$ cat src/rtl/wdg_pkg.sv
package wdg_pkg;
  typedef enum logic [1:0] {
    TGT_MEM  = 2'd0,
    TGT_REG  = 2'd1,
    TGT_BLIT = 2'd2
  } wdg_target_e;

  function automatic logic is_watched(input logic [1:0] tgt);
    return tgt == TGT_MEM;
  endfunction
endpackage

$ cat src/rtl/wdg_limit_reg.sv
module wdg_limit_reg #(
  parameter int LIMIT_W = 6
) (
  input  logic               clk,
  input  logic               rst,
  input  logic               we,
  input  logic [LIMIT_W-1:0] wdata,
  output logic [LIMIT_W-1:0] value
);
  always_ff @(posedge clk) begin
    if (rst)     value <= '0;
    else if (we) value <= wdata;
  end
endmodule

$ cat src/rtl/wdg_tick_gate.sv
module wdg_tick_gate (
  input  logic clk,
  input  logic rst,
  input  logic clear,
  input  logic run,
  input  logic halve,
  input  logic bus_tick,
  output logic eff_tick
);
  logic phase;

  always_ff @(posedge clk) begin
    if (rst || clear)                  phase <= 1'b0;
    else if (run && bus_tick && halve) phase <= ~phase;
  end

  assign eff_tick = run && bus_tick && (!halve || phase);
endmodule

$ cat src/rtl/wdg_window_cnt.sv
module wdg_window_cnt #(
  parameter int LIMIT_W = 6,
  localparam int CNT_W  = LIMIT_W + 3
) (
  input  logic               clk,
  input  logic               rst,
  input  logic               clear,
  input  logic               inc_en,
  input  logic [LIMIT_W-1:0] limit,
  output logic               expire
);
  logic [CNT_W-1:0] cnt;
  logic [CNT_W-1:0] term;
  logic             step;

  assign term   = {limit, 3'b111};
  assign step   = inc_en && (limit != '0) && (cnt != term);
  assign expire = step && ((cnt + 1'b1) == term);

  always_ff @(posedge clk) begin
    if (rst || clear) cnt <= '0;
    else if (step)    cnt <= cnt + 1'b1;
  end

  p_count_bounded_r4: assert property (@(posedge clk) disable iff (rst)
    cnt <= term);
  p_zero_no_count_r3: assert property (@(posedge clk) disable iff (rst)
    (limit == '0) |-> !expire);
endmodule

$ cat src/rtl/bus_access_watchdog.sv
module bus_access_watchdog #(
  parameter int LIMIT_W = 6
) (
  input  logic               clk,
  input  logic               rst,
  input  logic               lim_we,
  input  logic [LIMIT_W-1:0] lim_wdata,
  output logic [LIMIT_W-1:0] lim_rdata,
  input  logic               acc_start,
  input  logic [1:0]         acc_target,
  input  logic               acc_done,
  input  logic               bus_tick,
  input  logic               halve_sel,
  output logic               urgent
);
  import wdg_pkg::*;

  logic               busy;
  logic [LIMIT_W-1:0] n_cur;
  logic               halve_cur;
  logic               start_ok;
  logic               finish;
  logic               eff_tick;
  logic               expire;

  assign start_ok = acc_start && !busy && is_watched(acc_target);
  assign finish   = busy && acc_done;

  wdg_limit_reg #(.LIMIT_W(LIMIT_W)) u_reg (
    .clk(clk), .rst(rst), .we(lim_we), .wdata(lim_wdata), .value(lim_rdata)
  );

  wdg_tick_gate u_gate (
    .clk(clk), .rst(rst), .clear(start_ok), .run(busy && !acc_done),
    .halve(halve_cur), .bus_tick(bus_tick), .eff_tick(eff_tick)
  );

  wdg_window_cnt #(.LIMIT_W(LIMIT_W)) u_cnt (
    .clk(clk), .rst(rst), .clear(start_ok || finish), .inc_en(eff_tick),
    .limit(n_cur), .expire(expire)
  );

  always_ff @(posedge clk) begin
    if (rst) begin
      busy      <= 1'b0;
      n_cur     <= '0;
      halve_cur <= 1'b0;
      urgent    <= 1'b0;
    end else begin
      if (start_ok) begin
        busy      <= 1'b1;
        n_cur     <= lim_rdata;
        halve_cur <= halve_sel;
      end else if (finish) begin
        busy      <= 1'b0;
      end
      if (finish)      urgent <= 1'b0;
      else if (expire) urgent <= 1'b1;
    end
  end

  p_urgent_only_busy_r6: assert property (@(posedge clk) disable iff (rst)
    urgent |-> busy);
  p_zero_silent_r3: assert property (@(posedge clk) disable iff (rst)
    (busy && n_cur == '0) |-> !urgent);
  p_urgent_hold_r6: assert property (@(posedge clk) disable iff (rst)
    (urgent && !acc_done) |=> urgent);
  p_done_clears_r6: assert property (@(posedge clk) disable iff (rst)
    (busy && acc_done) |=> (!urgent && !busy));
  p_foreign_ignored_r8: assert property (@(posedge clk) disable iff (rst)
    (!busy && acc_start && !is_watched(acc_target)) |=> !busy);
  p_armed_stable_r9: assert property (@(posedge clk) disable iff (rst)
    (busy && !acc_done) |=> $stable(n_cur) && $stable(halve_cur));
endmodule

$ cat config.mk
export PLATFORM = sky130hd
export DESIGN_NAME = bus_access_watchdog
export DESIGN_NICKNAME = d
export VERILOG_FILES = /design/src/rtl/wdg_pkg.sv /design/src/rtl/wdg_limit_reg.sv /design/src/rtl/wdg_tick_gate.sv /design/src/rtl/wdg_window_cnt.sv /design/src/rtl/bus_access_watchdog.sv
export SDC_FILE = /design/constraint.sdc
export NUM_CORES = 1
export LEC_CHECK = 0
export BUFFER_PORTS_ARGS = -buffer_cell sky130_fd_sc_hd__clkbuf_2
export CORE_MARGIN = 10
export CORE_UTILIZATION = 57
export CTS_CLUSTER_DIAMETER = 40
export DETAILED_ROUTE_END_ITERATION = 10
export GPL_TIMING_DRIVEN = 0
export PLACE_DENSITY = 0.81
export REMOVE_ABC_BUFFERS = 1
export SYNTH_ARGS = -nofsm -noshare
export SYNTH_HDL_FRONTEND = slang
export SYNTH_SLANG_ARGS = --single-unit
$ cat constraint.sdc
create_clock -name clk -period 2.95 [get_ports clk]
set_input_delay 0 -clock clk [delete_from_list [all_inputs] [get_ports clk]]
set_output_delay 0 -clock clk [all_outputs]
set_load 0.05 [all_outputs]
==> results of run 1 <==
[power breakdown]
part	switching, mW	internal (mW)	leakage [nW]
Combinational	0.0450	0.0297	0.373
Clock	0.101	0.0529	0.0150
Sequential	0.00694	0.345	0.203
Total	0.153	0.427	0.591
[layout by cell type, fill, tap and decap left out, types with 2 or more instances in the layout]
| cell | n |
|---|---|
| or4_1 | 3 |
| dfxtp_1 | 25 |
| a21oi_1 | 12 |
| clkbuf_4 | 3 |
| or2b_1 | 2 |
| ha_1 | 2 |
| xor2_1 | 2 |
| inv_1 | 2 |
| and3_1 | 2 |
| clkbuf_2 | 21 |
| dlygate4sd3_1 | 8 |
| nand4_1 | 3 |
| nor2_1 | 14 |
| o211ai_1 | 3 |
| nand3b_1 | 2 |
| and2_1 | 3 |
| xnor2_1 | 9 |
| nand2_1 | 24 |
| mux2i_1 | 7 |
[cells in the mapped netlist, drive strengths merged, types with 3 or more instances]
| master | instances | area, um2 |
|---|---|---|
| a21oi | 12 | 60.1 |
| nand2 | 25 | 96.4 |
| nor2 | 14 | 52.6 |
| and2 | 4 | 27.5 |
| nand4 | 3 | 18.8 |
| mux2i | 7 | 70.1 |
| dfxtp | 25 | 500 |
| clkbuf | 3 | 12.5 |
| xnor2 | 9 | 78.8 |
| or4 | 3 | 22.5 |
| o211ai | 3 | 22.5 |
[path summary, 6_finish.rpt]
| kind | startpoint | to | cells past startpoint |
|---|---|---|---|
| max | u_cnt.cnt[0]$_SDFFE_PP0P_ | u_cnt.cnt[7]$_SDFFE_PP0P_ | 6 |
| min | acc_target[0] | n_cur[5]$_SDFFE_PP0P_ | 4 |
| max reg2reg | u_cnt.cnt[0]$_SDFFE_PP0P_ | u_cnt.cnt[7]$_SDFFE_PP0P_ | 6 |
| min reg2reg | u_reg.value[3]$_SDFFE_PP0P_ | n_cur[3]$_SDFFE_PP0P_ | 2 |
[layout make-up]
class	instances	area [um2]
multi-input combinational	112	726
fill	177	689
sequential	25	500
timing repair buffer	29	185
tap	28	35.0
clock buffer	4	26.3
inverter	2	7.51
[worst reg2reg max path: cells and delay by family, from the launching register on]
kind,cells,cell delay (ns)
DFF,1,0.44
AOI/OAI and AO/OA,3,0.64
adders and majority gates,1,0.25
and+or+nand+nor,2,0.43
[repair_timing]
action	4_1_cts	5_1_grt
hold endpoints to repair	8	0
gates resized for setup	0	0
buffers inserted	0	0
hold buffers	8	0
[registers in the layout, summed over array words and instances (netlist names)]
name,cells
u_reg.value,6
n_cur,6
busy,1
u_cnt.cnt,9
urgent,1
u_gate.phase,1
halve_cur,1
[stage by stage]
stage	hold slack, ns	worst slack (ns)	cell area, um2	utilization (%)	instances
finish	0.0132	1.10	1480	68.2	200
global route	0.0351	0.967	1480	68.2	200
CTS	0.00833	1.13	1480	68.2	200
detailed placement	0.244	1.15	1370	63.3	188
global placement	0.226	1.22	1370	63.3	188
floorplan	0.0691	1.35	1230	-	139
[logic make-up after synthesis]
family,synth area share [%]
multiplexers,5.52
adder cells (fa/ha/maj),1.97
XOR/XNOR,7.59
AO/OA/AOI/OAI,15.8
flip-flops,39.4
buffers and inverters,3.35
AND/OR/NAND/NOR,26.3
[routing by layer]
metal	vias up	track usage (%)
li1	568	-
met1	527	14.8
met2	46	23.9
met3	5	3.80
met4	0	6.92
met5	-	0
==> results.toml, run 1 <==
[run_status]
status = "completed"

[detailed_routing]
maxUsedRoutingLayer = "met4"
wl_met2_um = 1420
drt-met1-wl_um = 1220
wl_met3_um = 190
drt_wl_total_um = 2870
drt_first_pass_iters = 4
drtAntennaViolNets = 0
wl_per_cell_um = 14.3
vias_per_cell = 5.73
via_count = 1146
first_iter_violations = 72
drcViolationCount = 0

[worst_hold_path]
hold_path.class = "primary input to flop"

[die]
fp.dieArea_um2 = 4510
num_io_pins = 22
start_util_pct = 58.5
die-width_um = 67.2
core_um2 = 2170
die_h_um = 67.2
rows = 17

[timing]
rsz0062_at_grt = "false"
max_freq_mhz = 540
finalSetupViolCount = 0
fin_skew_ns = 0.00435
fin_crit_sh_pct = 62.7
slew_viol_final = 0
worst_pin_slew_ns = 0.646
slew_headroom_pct = 56.8
hold_viol = 0
fin_tns_setup_ns = 0
period_needed_ns = 1.85

[grt]
grt_antenna_before_repair = 0
grt_pass1_vias = 1163
grt_max_degree = 17
grt_usage_pct = 13.7
grt_pass1_wl_um = 4900
grt.overflow.total = 0

[worst_setup_path]
path_delay_family = "compound AO/OA/AOI/OAI gates"
end_kind = "flop"
critical_path_arrival_ns = 2.06
cp_slowest_cell = "dfxtp_1"
critical_path.cell_chain = "ha_1 > and2_1 > o2111ai_2 > o21ai_2 > or4_1 > a21oi_1"
path_class = "flop to flop"
slowest_delay_ns = 0.44
crit_buf_inv = 0
r2r_slack_ns = 1.10
worstPathRequired_ns = 3.16
start_kind = "flop"
crit_fanout = 9

[job]
maxCapViolations = 0

[clock_network]
numCtsBuffers = 3
clk_pin_slew_ns = 0.13
root_buffer = "clkbuf_4"
htreeDepth = 1
cts_sinks = 25
clk-insertion-delay-late_ns = 0.32
cts_tree = "built"
clockBufferDepth = 2

[power_and_ir_drop]
powerDensity_nw_per_um2 = 392
p_leak_nw = 0.591
power_uw = 580
peakVddDrop_uv = 266

[yosys]
synth_seq_cells = 25
seq_area_frac_synth_pct = 39.4
synth_edf_count = 0
netlist_area_um2 = 1270
yosys_warnings = 0
syn_inst = 144
syn_area_per_cell_um2 = 8.81
ys_async_sr_fraction_pct = 0
synth_ff_type = "dfxtp_1"
synth_cell_types = 43

[layout]
nNetsFinal = 190
areaGrowthSynthToFinish_pct = 16.7
drive_above_1_share_pct = 18.0
n_antenna_cell = 0

[placement]
place_congestion = 0.855
portBuffers = 21
hpwl_um = 2080
(Power assumes the default switching activity.)
==> inputs of run 2 (changes only) <==
--- a/config.mk
+++ b/config.mk
@@ -5,13 +5,15 @@
 export SDC_FILE = /design/constraint.sdc
 export NUM_CORES = 1
 export LEC_CHECK = 0
+export ABC_AREA = 1
 export BUFFER_PORTS_ARGS = -buffer_cell sky130_fd_sc_hd__clkbuf_2
+export CORE_ASPECT_RATIO = 1.75
 export CORE_MARGIN = 10
-export CORE_UTILIZATION = 57
+export CORE_UTILIZATION = 55
 export CTS_CLUSTER_DIAMETER = 40
 export DETAILED_ROUTE_END_ITERATION = 10
 export GPL_TIMING_DRIVEN = 0
-export PLACE_DENSITY = 0.81
+export PLACE_DENSITY = 0.78
 export REMOVE_ABC_BUFFERS = 1
 export SYNTH_ARGS = -nofsm -noshare
 export SYNTH_HDL_FRONTEND = slang
==> constraint.sdc (replaced) <==
create_clock -name clk -period 1.9 [get_ports clk]
set_input_delay 0 -clock clk [delete_from_list [all_inputs] [get_ports clk]]
set_output_delay 0 -clock clk [all_outputs]
set_load 0.05 [all_outputs]
==> results.toml, run 2 <==
[timing]
rsz0062_at_grt = "false"
fin_skew_ns = 0.000997
fin_crit_sh_pct = 85.7
slew_headroom_pct = 61.3
holdWs_ns = 0.0514
period_needed_ns = 1.63
hold_viol = 0
fin_tns_setup_ns = 0
worst_pin_slew_ns = 0.578
finalSetupViolCount = 0
max_freq_mhz = 614
fin_ws_ns = 0.272
slew_viol_final = 0

[clock_network]
numCtsBuffers = 3
htreeDepth = 1
post_cts_resized = 0
clk-insertion-delay-late_ns = 0.27
cts_tree = "built"
cts_setup_buffers = 0
clk_pin_slew_ns = 0.09
root_buffer = "clkbuf_8"
clockBufferDepth = 2
cts_sinks = 25

[grt]
grt_antenna_before_repair = 0
grt_pass1_wl_um = 5750
grt_pass1_vias = 1472
grt.overflow.total = 0
grt_usage_pct = 13.8
grt_max_degree = 15

[yosys]
syn_area_per_cell_um2 = 6.69
synth_cell_types = 25
seq_area_frac_synth_pct = 36.7
yosys_warnings = 0
syn_inst = 204
ys_async_sr_fraction_pct = 0
yosys.area.top_type_share_pct = 36.7
synth_seq_cells = 25
post-synth-top-area-cell = "dfxtp_1"
synth_ff_type = "dfxtp_1"
synth_edf_count = 0
synth_most_common_cell = "nand2_1"
ys_top_cells_by_count = "nand2_1, nor2_1, dfxtp_1"
netlist_area_um2 = 1360
synthTopCellsByArea = "dfxtp_1, nand2_1, nor2_1"

[worst_hold_path]
min_path_cells = 4
hp-start = "acc_done"
hold_path.class = "primary input to flop"
worst_hold_path.endpoint = "urgent$_SDFFE_PP0P_"

[layout]
n_antenna_cell = 0
reg_top3 = "u_cnt.cnt x9, n_cur x6, u_reg.value x6"
finalInstanceArea_um2 = 1600
final_util_pct = 68.7
mostFrequentLayoutCell = "nand2_1"
largest_reg_flops = 9
drive_above_1_share_pct = 18.0
regMostFlops = "u_cnt.cnt"
nNetsFinal = 251
final_cells = 258
areaGrowthSynthToFinish_pct = 17.3
final_cell_mix = "nand2_1, nor2_1, dfxtp_1"

[placement]
place_inst = 246
place_area_um2 = 1480
place_congestion = 0.931
portBuffers = 21
dp_worst_setup_slack_ns = 0.290
hpwl_um = 2530

[power_and_ir_drop]
comb_power_share_pct = 15.3
peakVddDrop_uv = 659
powerDensity_nw_per_um2 = 649
p_leak_nw = 0.748
pwr-share-seq_pct = 53.6
switchingPower_uw = 290
switching_share_pct = 27.9
clockPowerShare_pct = 31.1
power_mw = 1.04
cellInternalPower_uw = 749

[detailed_routing]
first_iter_violations = 20
drtAntennaViolNets = 0
vias_per_cell = 5.34
drcViolationCount = 0
wl_per_cell_um = 12.9
drt_wl_total_um = 3340
via_count = 1377
drt_first_pass_iters = 4

[job]
maxCapViolations = 0

[worst_setup_path]
critical_path.cell_chain = "ha_1 > nand3_2 > nor2_2 > nand3_1 > nand3_1 > nand2_1 > nor2_1 > nand2_1 > a21oi_1"
r2r_slack_ns = 0.27
r2r_end = "urgent$_SDFFE_PP0P_"
reg2reg_depth = 9
worstPathRequired_ns = 2.11
critical_path_arrival_ns = 1.84
end_kind = "flop"
cp_slowest_cell = "dfxtp_1"
reg2reg_from = "u_cnt.cnt[1]$_SDFFE_PP0P_"
start_kind = "flop"
crit_fanout = 5
path_class = "flop to flop"
slowest_delay_ns = 0.41

[die]
start_util_pct = 58.5
fp.dieArea_um2 = 4950
die-width_um = 57.6
core_um2 = 2330
rows = 23
die_h_um = 85.9
num_io_pins = 22

[run_status]
status = "completed"
run 2: cell types whose count changed in the layout (fill, tap and decap cells not counted), sizes merged, moves of 3 or more:
cell and change:
mux2i -7, or4 -3, nand2 +20, o211ai -3, o21ai +22, nand3 +10
nor2 +22, xor2 +4, and2 -4, xnor2 -8, inv +26, a21oi +6
run 2: power by group through the flow:
stage          registers (mW)  clock network (mW)  logic (mW)
2_1_floorplan           0.597                   0      0.0704
5_1_grt                 0.559               0.344       0.175
4_1_cts                 0.556               0.328       0.156
3_3_place_gp            0.567                   0       0.138
6_report                0.557               0.323       0.159
3_5_place_dp            0.569                   0       0.143
run 2: layer usage:
metal	vias to the layer above	wire length, um	GRT usage (%)
met3	13	156	3.99
li1	702	-	-
met1	626	1180	11.3
met2	36	1860	26.8
met4	0	135	9.01
met5	-	0	0
run 2: cells by family (layout without fill, tap and decap cells):
logic type | count (synthesis) | count (layout) | synth area share (%)
fa+ha+maj | 2 | 2 | 1.83
xor+xnor | 7 | 7 | 4.50
buf+inv | 32 | 61 | 9.72
flops | 25 | 25 | 36.7
simple gates | 95 | 95 | 31.4
compound gates | 43 | 43 | 15.9
run 2: worst max-delay path, delay by kind of cell, from the launching register on:
family	cells	cell delay [ns]
and+or+nand+nor	7	0.76
AOI/OAI and AO/OA	1	0.11
DFF	1	0.41
adders and majority gates	1	0.27
run 2: what timing repair did:
item / in CTS / in global routing
setup endpoints to repair: 0 / 0
endpoints found under the hold margin: 8 / 0
hold buffers: 8 / 0
run 2: final cells by class:
class                      count  area, um2
fill                         206        731
sequential                    25        500
timing repair buffer          29        185
clock buffer                   4       45.0
inverter                      28        108
multi-input combinational    147        731
tap                           25       31.3
run 2: how the worst max path moves through the flow:
| stage | startpoint | end |
|---|---|---|
| 6_report | u_cnt.cnt[1]$_SDFFE_PP0P_ | urgent$_SDFFE_PP0P_ |
| 3_3_place_gp | u_cnt.cnt[1]$_SDFFE_PP0P_ | urgent$_SDFFE_PP0P_ |
| 4_1_cts | u_cnt.cnt[1]$_SDFFE_PP0P_ | urgent$_SDFFE_PP0P_ |
| 3_5_place_dp | u_cnt.cnt[1]$_SDFFE_PP0P_ | urgent$_SDFFE_PP0P_ |
| 5_1_grt | u_cnt.cnt[1]$_SDFFE_PP0P_ | urgent$_SDFFE_PP0P_ |
| 2_1_floorplan | u_cnt.cnt[1]$_SDFFE_PP0P_ | urgent$_SDFFE_PP0P_ |
